`config.mk`:
```
export PLATFORM = sky130hd
export DESIGN_NAME = vseg_decode
export DESIGN_NICKNAME = d
export VERILOG_FILES = /design/src/rtl/vseg_pkg.sv /design/src/rtl/vseg_classify.sv /design/src/rtl/vseg_grant.sv /design/src/rtl/vseg_direct.sv /design/src/rtl/vseg_decode.sv
export SDC_FILE = /design/constraint.sdc
export NUM_CORES = 1
export LEC_CHECK = 0
export BUFFER_PORTS_ARGS = -buffer_cell sky130_fd_sc_hd__buf_2
export CORE_AREA = 2 2 42 44
export DETAILED_ROUTE_END_ITERATION = 8
export DIE_AREA = 0 0 44 46
export GPL_TIMING_DRIVEN = 0
export PLACE_DENSITY_LB_ADDON = 0.15
export SLEW_MARGIN = 20
export SYNTH_ARGS = -nofsm -noshare
export SYNTH_HDL_FRONTEND = slang
export SYNTH_SLANG_ARGS = --single-unit
```
`constraint.sdc`:
```
create_clock -name vclk -period 0.95
set_input_delay 0.0475 -clock vclk [all_inputs]
set_output_delay 0.0475 -clock vclk [all_outputs]
set_load 0.05 [all_outputs]
```
`src/rtl/vseg_pkg.sv`:
```
package vseg_pkg;

    typedef enum logic [2:0] {
        SEG_USER  = 3'd0,
        SEG_KDIR0 = 3'd1,
        SEG_KDIR1 = 3'd2,
        SEG_SMAP  = 3'd3,
        SEG_KMAP  = 3'd4
    } seg_e;

    typedef enum logic [1:0] {
        ROUTE_DIRECT = 2'd0,
        ROUTE_TLB    = 2'd1,
        ROUTE_FAULT  = 2'd2
    } route_e;

    localparam logic [1:0] PRIV_KERN = 2'b00;
    localparam logic [1:0] PRIV_SUPV = 2'b01;

    localparam logic [4:0] EXC_NONE       = 5'd0;
    localparam logic [4:0] EXC_ADDR_LOAD  = 5'd4;
    localparam logic [4:0] EXC_ADDR_STORE = 5'd5;

endpackage

```
`src/rtl/vseg_classify.sv`:
```
module vseg_classify
    import vseg_pkg::*;
#(
    parameter int ADDR_W = 32
) (
    input  logic [ADDR_W-1:0] vaddr,
    output seg_e              seg
);
    localparam int TOP_LSB = ADDR_W - 3;

    logic [2:0] top_d;

    always_comb begin
        top_d = vaddr[ADDR_W-1:TOP_LSB];
        unique case (top_d)
            3'b100:  seg = SEG_KDIR0;
            3'b101:  seg = SEG_KDIR1;
            3'b110:  seg = SEG_SMAP;
            3'b111:  seg = SEG_KMAP;
            default: seg = SEG_USER;
        endcase
    end

endmodule

```
`src/rtl/vseg_grant.sv`:
```
module vseg_grant
    import vseg_pkg::*;
(
    input  seg_e       seg,
    input  logic [1:0] mode,
    input  logic       err_level,
    output route_e     route
);
    typedef struct packed {
        logic   kern;
        logic   supv;
        route_e route;
    } grant_t;

    grant_t grant_d;

    always_comb begin
        grant_d      = '0;
        grant_d.kern = (mode == PRIV_KERN);
        grant_d.supv = (mode == PRIV_SUPV);
        unique case (seg)
            SEG_USER:  grant_d.route = err_level ? ROUTE_DIRECT : ROUTE_TLB;
            SEG_KDIR0,
            SEG_KDIR1: grant_d.route = grant_d.kern ? ROUTE_DIRECT : ROUTE_FAULT;
            SEG_SMAP:  grant_d.route = (grant_d.kern || grant_d.supv) ? ROUTE_TLB : ROUTE_FAULT;
            default:   grant_d.route = grant_d.kern ? ROUTE_TLB : ROUTE_FAULT;
        endcase
        route = grant_d.route;
    end

endmodule

```
`src/rtl/vseg_direct.sv`:
```
module vseg_direct
    import vseg_pkg::*;
#(
    parameter int ADDR_W = 32
) (
    input  logic [ADDR_W-1:0] vaddr,
    input  seg_e              seg,
    output logic [ADDR_W-1:0] paddr
);
    localparam int WIN_W = ADDR_W - 3;

    always_comb begin
        unique case (seg)
            SEG_USER:  paddr = vaddr;
            SEG_KDIR0,
            SEG_KDIR1: paddr = {3'b000, vaddr[WIN_W-1:0]};
            default:   paddr = '0;
        endcase
    end

endmodule

```
`src/rtl/vseg_decode.sv`:
```
module vseg_decode
    import vseg_pkg::*;
#(
    parameter int ADDR_W = 32
) (
    input  logic [ADDR_W-1:0] vaddr,
    input  logic [1:0]        mode,
    input  logic              err_level,
    input  logic              is_write,
    output logic [2:0]        seg_id,
    output logic              phys_valid,
    output logic [ADDR_W-1:0] phys_addr,
    output logic              perm_rd,
    output logic              perm_wr,
    output logic              tlb_req,
    output logic              addr_err,
    output logic [4:0]        exc_code
);
    localparam int WIN_W = ADDR_W - 3;

    typedef struct packed {
        logic [2:0]        seg_id;
        logic              phys_valid;
        logic [ADDR_W-1:0] phys_addr;
        logic              perm_rd;
        logic              perm_wr;
        logic              tlb_req;
        logic              addr_err;
        logic [4:0]        exc_code;
    } out_t;

    seg_e              seg;
    route_e            route;
    logic [ADDR_W-1:0] paddr;
    out_t              out_d;

    vseg_classify #(.ADDR_W(ADDR_W)) u_classify (
        .vaddr (vaddr),
        .seg   (seg)
    );

    vseg_grant u_grant (
        .seg       (seg),
        .mode      (mode),
        .err_level (err_level),
        .route     (route)
    );

    vseg_direct #(.ADDR_W(ADDR_W)) u_direct (
        .vaddr (vaddr),
        .seg   (seg),
        .paddr (paddr)
    );

    always_comb begin
        out_d            = '0;
        out_d.seg_id     = seg;
        out_d.phys_valid = (route == ROUTE_DIRECT);
        out_d.tlb_req    = (route == ROUTE_TLB);
        out_d.addr_err   = (route == ROUTE_FAULT);
        out_d.phys_addr  = out_d.phys_valid ? paddr : '0;
        out_d.perm_rd    = out_d.phys_valid;
        out_d.perm_wr    = out_d.phys_valid;
        if (out_d.addr_err) begin
            out_d.exc_code = is_write ? EXC_ADDR_STORE : EXC_ADDR_LOAD;
        end
    end

    assign seg_id     = out_d.seg_id;
    assign phys_valid = out_d.phys_valid;
    assign phys_addr  = out_d.phys_addr;
    assign perm_rd    = out_d.perm_rd;
    assign perm_wr    = out_d.perm_wr;
    assign tlb_req    = out_d.tlb_req;
    assign addr_err   = out_d.addr_err;
    assign exc_code   = out_d.exc_code;

    always_comb begin
        assert_route_onehot_R10: assert ($countones({phys_valid, tlb_req, addr_err}) == 1)
            else $error("route not one-hot");
        assert_erl_identity_R2: assert (!(err_level && !vaddr[ADDR_W-1]) ||
                                        (phys_valid && phys_addr == vaddr))
            else $error("error-level bypass broken");
        assert_kdir_window_R3: assert (!(phys_valid && vaddr[ADDR_W-1]) ||
                                       (mode == PRIV_KERN &&
                                        phys_addr == {3'b000, vaddr[WIN_W-1:0]}))
            else $error("direct kernel window wrong");
        assert_user_top_fault_R6: assert (!(mode[1] && vaddr[ADDR_W-1:WIN_W] == 3'b111) || addr_err)
            else $error("user reached kernel mapped segment");
        assert_exc_code_R7: assert (exc_code == (addr_err ? (is_write ? EXC_ADDR_STORE : EXC_ADDR_LOAD)
                                                          : EXC_NONE))
            else $error("exception code mismatch");
        assert_perm_R8: assert ((perm_rd == phys_valid) && (perm_wr == phys_valid))
            else $error("permission mismatch");
    end

endmodule

```
---- Yosys cells after proc, flatten, opt, wreduce, memory -nomap -nowiden ----
Cells that the tools add are included.
storage, ports and cells
  register bits ........................... 0
  output and inout bits ................... 45
  word-level logic and storage cells ...... 25
cells by class
  equal/unequal tests ..................... 10
  multiplexer cells ....................... 10
  reduce and logical (&&, ||, !) cells .... 5
operators with widths
  kind                                                              number
  32-bit case mux with 2 select lines                               1
  32-bit two-way mux                                                1
  3-bit == test (second input constant)                             4
  3-bit case mux with 4 select lines                                1
  3-bit by 2-bit == test with 1-bit output (second input constant)  2
  2-bit two-way mux                                                 3
  2-bit case mux with 3 select lines                                1
  2-bit by 1-bit == test with 1-bit output (second input constant)  2
  2-bit zero test                                                   2
  3-bit by 1-bit == test with 1-bit output (second input constant)  1
  3-bit zero test                                                   1
  3-bit two-way mux                                                 1
  2-bit == test (second input constant)                             1
  1-bit two-way mux                                                 2
  2-bit OR reduction                                                1
  1-bit logical OR                                                  1

---- Longest topological paths before layout ----
  word-level depth ........................ 7
  mapped depth ............................ 5
  depth with buffers taken out ............ 3

---- Modules after synthesis ----
A second synthesis with hierarchy kept.
second synthesis, totals
  cells, all modules ...................... 98
  area, all modules ....................... 904.6 um^2
by module, submodules not included
  module         instances  cells an instance  area an instance (um^2)  seq. area each (um^2)
  vseg_decode    1          51                 551.8                    0.0
  vseg_direct    1          37                 266.5                    0.0
  vseg_grant     1          6                  55.1                     0.0
  vseg_classify  1          4                  31.3                     0.0

---- Worst setup path before layout ----
No wires, ideal clock.
  kind .................................... in2out
  start ................................... input vaddr[30]
  end ..................................... output seg_id[1]
  arrival time ............................ 1307 ps
  data required time ...................... 902 ps
  slack ................................... -405 ps
  stages .................................. 2
  buffers on the path ..................... 0
  path through ............................ nand2b_1 -> a21boi_0
between the ends
  cells in the longest elaborated chain, start to end .. 2
  elaborated cells on any way between the ends .. 5
  classes of those cells .................. eq/ne (4); mux (1)
ends and longest elaborated chain
  what                                    line                 RTL
  start, declared                         vseg_decode.sv:6     input logic [ADDR_W-1:0] vaddr,
  3-bit == test                           vseg_classify.sv:15  unique case (top_d)
  3-bit case mux with 4 select lines (*)  vseg_classify.sv:15
  end, declared                           vseg_decode.sv:10    output logic [2:0] seg_id,
Every way passes the cells marked *; elsewhere a longest branch is shown, timed or not.

---- Final worst setup path ----
  start ................................... input mode[0]
  end ..................................... output phys_addr[22]
between the ends
  cells in the longest elaborated chain, start to end .. 6
  elaborated cells on any way between the ends .. 9
  classes of those cells .................. eq/ne (1); mux (5); reduce/logical (3)
ends and longest elaborated chain
  what                                                                         line                                RTL
  start, declared                                                              vseg_decode.sv:7                    input logic [1:0] mode,
  2-bit by 1-bit == test with 1-bit output or 2-bit zero test (tied branches)  vseg_grant.sv:20, vseg_grant.sv:19
  1-bit logical OR                                                             vseg_grant.sv:25                    SEG_SMAP: grant_d.route = (grant_d.kern || grant_d.supv) ? ROUTE_TLB : ROUTE_FAULT;
  2-bit two-way mux                                                            vseg_grant.sv:25
  2-bit case mux with 3 select lines (*)                                       vseg_grant.sv:21                    unique case (seg)
  2-bit zero test (*)                                                          vseg_decode.sv:58                   out_d.phys_valid = (route == ROUTE_DIRECT);
  32-bit two-way mux (*)                                                       vseg_decode.sv:61                   out_d.phys_addr = out_d.phys_valid ? paddr : '0;
  end, declared                                                                vseg_decode.sv:12                   output logic [ADDR_W-1:0] phys_addr,
Marked as above.

==> results by stage <==
Yosys:
- Ranked by total cell area, the synthesized netlist is headed by sky130_fd_sc_hd__nor2b_1 (54%), sky130_fd_sc_hd__buf_4 (14%), sky130_fd_sc_hd__buf_6 (9.0%), sky130_fd_sc_hd__and2_1 (3.3%), sky130_fd_sc_hd__nand2b_1 (3.3%).
- The Yosys step of the flow raised 0 warnings.
- Yosys instantiated no cell more often than sky130_fd_sc_hd__nor2b_1.
- The count of unique library cells instantiated by Yosys is 16.
- The top cell type by area accounts for 53.51% of the synthesized area.
- In the synthesized netlist, the number of instances is a little under 60.
- Ranked by instance count, the synthesized netlist is headed by sky130_fd_sc_hd__nor2b_1 (32), sky130_fd_sc_hd__buf_4 (7), sky130_fd_sc_hd__buf_6 (3).
- Summing every instance area after synthesis gives between 300 and 400 µm².
- A synthesized cell averages 6.450 µm².
- The post-synthesis sequential area ratio is 0%.
- The top cell type by total area after synthesis is sky130_fd_sc_hd__nor2b_1.

Clock network:
- The number of buffers added to fix hold violations after cts is 0.

Detailed routing:
- The post-detailed-route wirelength per cell is about 14 µm.
- The post-detailed-route DRC marker count is 0.
- The first-pass detailed-route iteration total is 2.
- The iteration-0 DRC count of the detailed router is 5.
- The final layout contains routed wiring with a total length of between 2 and 2.5 mm.
- Dividing the detail-routed via count by the number of cells gives roughly 4.3.
- The number of nets still failing antenna checks after routing is 0.
- The via total after detailed routing is 709.

Floorplan:
- The core outline area is between 1500 and 2000 µm².
- The area of the die is ~2000 µm².
- Once the floorplan was initialized, standard cells occupied approximately 23% of the core.
- The x dimension of the die is roughly 44 µm.
- From bottom edge to top edge, the die measures roughly 46 µm.
- In this run the count of I/O pins placed on the die edge is between 80 and 90.
- In this run the core area contains 15 standard-cell rows.

Finish:
- The number of clock buffer instances in the layout is 0.
- The register area is 0 µm².
- The proportion of layout cells with a drive suffix above 1 is between 80% and 90%.
- Measured on the finished design, the core utilization comes to 85.35%.
- The relative area change from synthesis to final layout is 268.2%.
- The layout filler cell count is between 80 and 90.
- The net count of the finished layout is about 180.
- The footprint of the multi-input gates is between 500 and 600 µm².
- The design has 0 sequential cells.
- The number of antenna diodes in the final layout is 0.

Worst hold path:
- The worst hold path class is in -> out.
- The destination of the worst hold path is tlb_req.
- Counting instances, the worst hold path has a depth of 3.
- In this run the most critical hold path is launched from mode[1].

GRT:
- Entering global routing, the biggest net connects 11 pins.
- In the global route stage, overall resource usage came out at 18.69%.
- The first global-routing pass estimated approximately 2.8 mm of wire.
- The number of global-route vias before repair was approximately 650.
- The initial antenna violation count came to 0.
- For this run the aggregate overflow at the end of global routing stands at 0.

Worst setup path:
- The cell with the largest stage delay on the worst path is sky130_fd_sc_hd__nor3_4.
- The critical path in this run is classified as in -> out.
- The cell seen most often among critical-path stages is sky130_fd_sc_hd__buf_8.
- The signal on the critical path passes through buf_8, nor3_4, a21oi_4, buf_8, buf_4, nor2b_2, buf_6.
- The maximum fanout along the worst path is 4.
- STA classifies the critical path startpoint as an input pin.
- The capturing element type of the critical path is an output pin.
- The longest individual stage delay on the worst path is about 0.2 ns.
- For the worst setup path, the data required time is ~0.90 ns.
- The arrival time reported for the critical path endpoint is between 1 and 1.5 ns.

Timing:
- The hold violation count in the final report is 0.
- The time the final worst path needs with I/O delays and setup is between 1 and 1.5 ns.
- Setup violations remaining at the end of the flow were counted as 26.
- Setup total negative slack on the finished layout was measured at -2.362 ns.
- Setup repair after global routing could not meet its margin everywhere.
- The worst setup slack after layout is -0.1289 ns.
- The worst path uses 113.6% of the clock period.
- The number of slew-limit violations in the final report came to 0.
- The achievable frequency is 0.9268 GHz.

Pwr:
- Per report_power, the combinational group accounts for 100.0% of the total.
- The static leakage is between 0.7 and 0.8 nW.
- The design internal power is between 0.4 and 0.5 mW.
- VDD sags by at most roughly 0.42 mV.
- The fraction of power consumed by the clock network is 0%.
- The switching power total is roughly 0.58 mW.
- The fraction of power spent switching nets is between 50 and 60%.
- Of the total power, registers draw 0%.
- Dividing total power by cell area gives a power density of ~720 nW/µm².

Flow run:
- Across the run, the number of max-cap violations was 0.

Status:
- The run finished, with violations left.
- The checks that failed: negative setup slack.

Place:
- Input and output buffers added on the ports amount to 77.
- At the end of routability-driven placement, the weighted congestion stood at 0.6883.
- The estimated wirelength of the detail-placed design is between 1 and 1.5 mm.
## stage by stage
stage	setup slack, ns	cells	instance area (µm²)	hold WS, ns	total power [mW]
after floorplan	-0.1367	61	610.6	0.2521	0.6118
after global placement	-0.2460	155	1017	0.4564	0.7794
after detailed placement	-0.2600	155	1017	0.4573	0.7868
after CTS	-0.1130	161	1345	0.4428	0.9712
after global routing	-0.1859	163	1378	0.4547	1.033
final	-0.1289	163	1378	0.4449	0.9956
## critical path, delay by kind of cell
family                 cells  cell delay, ns
buffers and inverters      4            0.54
AND/OR/NAND/NOR            2            0.32
AO/OA/AOI/OAI              1            0.11
## cell type report
cell class / count / share of cell area, %
well taps: 17 / 1.544
inverters: 1 / 0.5450
repair buffers: 85 / 50.32
plain buffers: 10 / 8.265
multi-input cells: 50 / 39.33
## cells by family after synthesis
group,synth area share (%)
and+or+nand+nor,67.56
buffers and inverters,24.08
AOI/OAI and AO/OA,7.359
other,1.002
## layer usage
| layer | global-route usage (%) | vias to the layer above | part of all wire, % |
|---|---|---|---|
| li1 | - | 343 | - |
| met1 | 17.99 | 317 | 31 |
| met2 | 40.88 | 45 | 60 |
| met3 | 1.587 | 4 | 7.2 |
| met4 | 4.848 | 0 | 1.7 |
| met5 | 0 | - | 0 |
## layout by cell type (no fill, tap or decap), drive strengths merged, types with 2 or more instances in the layout
cell	Yosys	final
buf	10	95
and2	2	2
conb	1	4
nand2b	2	2
nor2b	32	32
a21oi	2	2
nand2	2	2
## worst max path at each step
stage	from	endpoint	cells past startpoint
2_1_floorplan	err_level	perm_wr	5
3_3_place_gp	vaddr[31]	phys_valid	7
3_5_place_dp	vaddr[31]	phys_valid	7
4_1_cts	err_level	phys_valid	7
5_1_grt	mode[0]	phys_addr[22]	7
6_report	mode[0]	phys_addr[22]	7
## power groups by stage
stage | clock (mW) | sequential, mW | combinational (mW)
after floorplan | 0 | 0 | 0.612
after global placement | 0 | 0 | 0.779
after detailed placement | 0 | 0 | 0.787
after CTS | 0 | 0 | 0.971
after global routing | 0 | 0 | 1.03
final | 0 | 0 | 0.996
## what timing repair did
item                       in CTS  in global routing
setup endpoints to repair      33                 33
setup buffers                   4                  3
gates cloned                    2                  0
gates resized for setup        75                 11
pin swaps                       3                  1
Note: power is estimated with default switching activity, not from simulation.
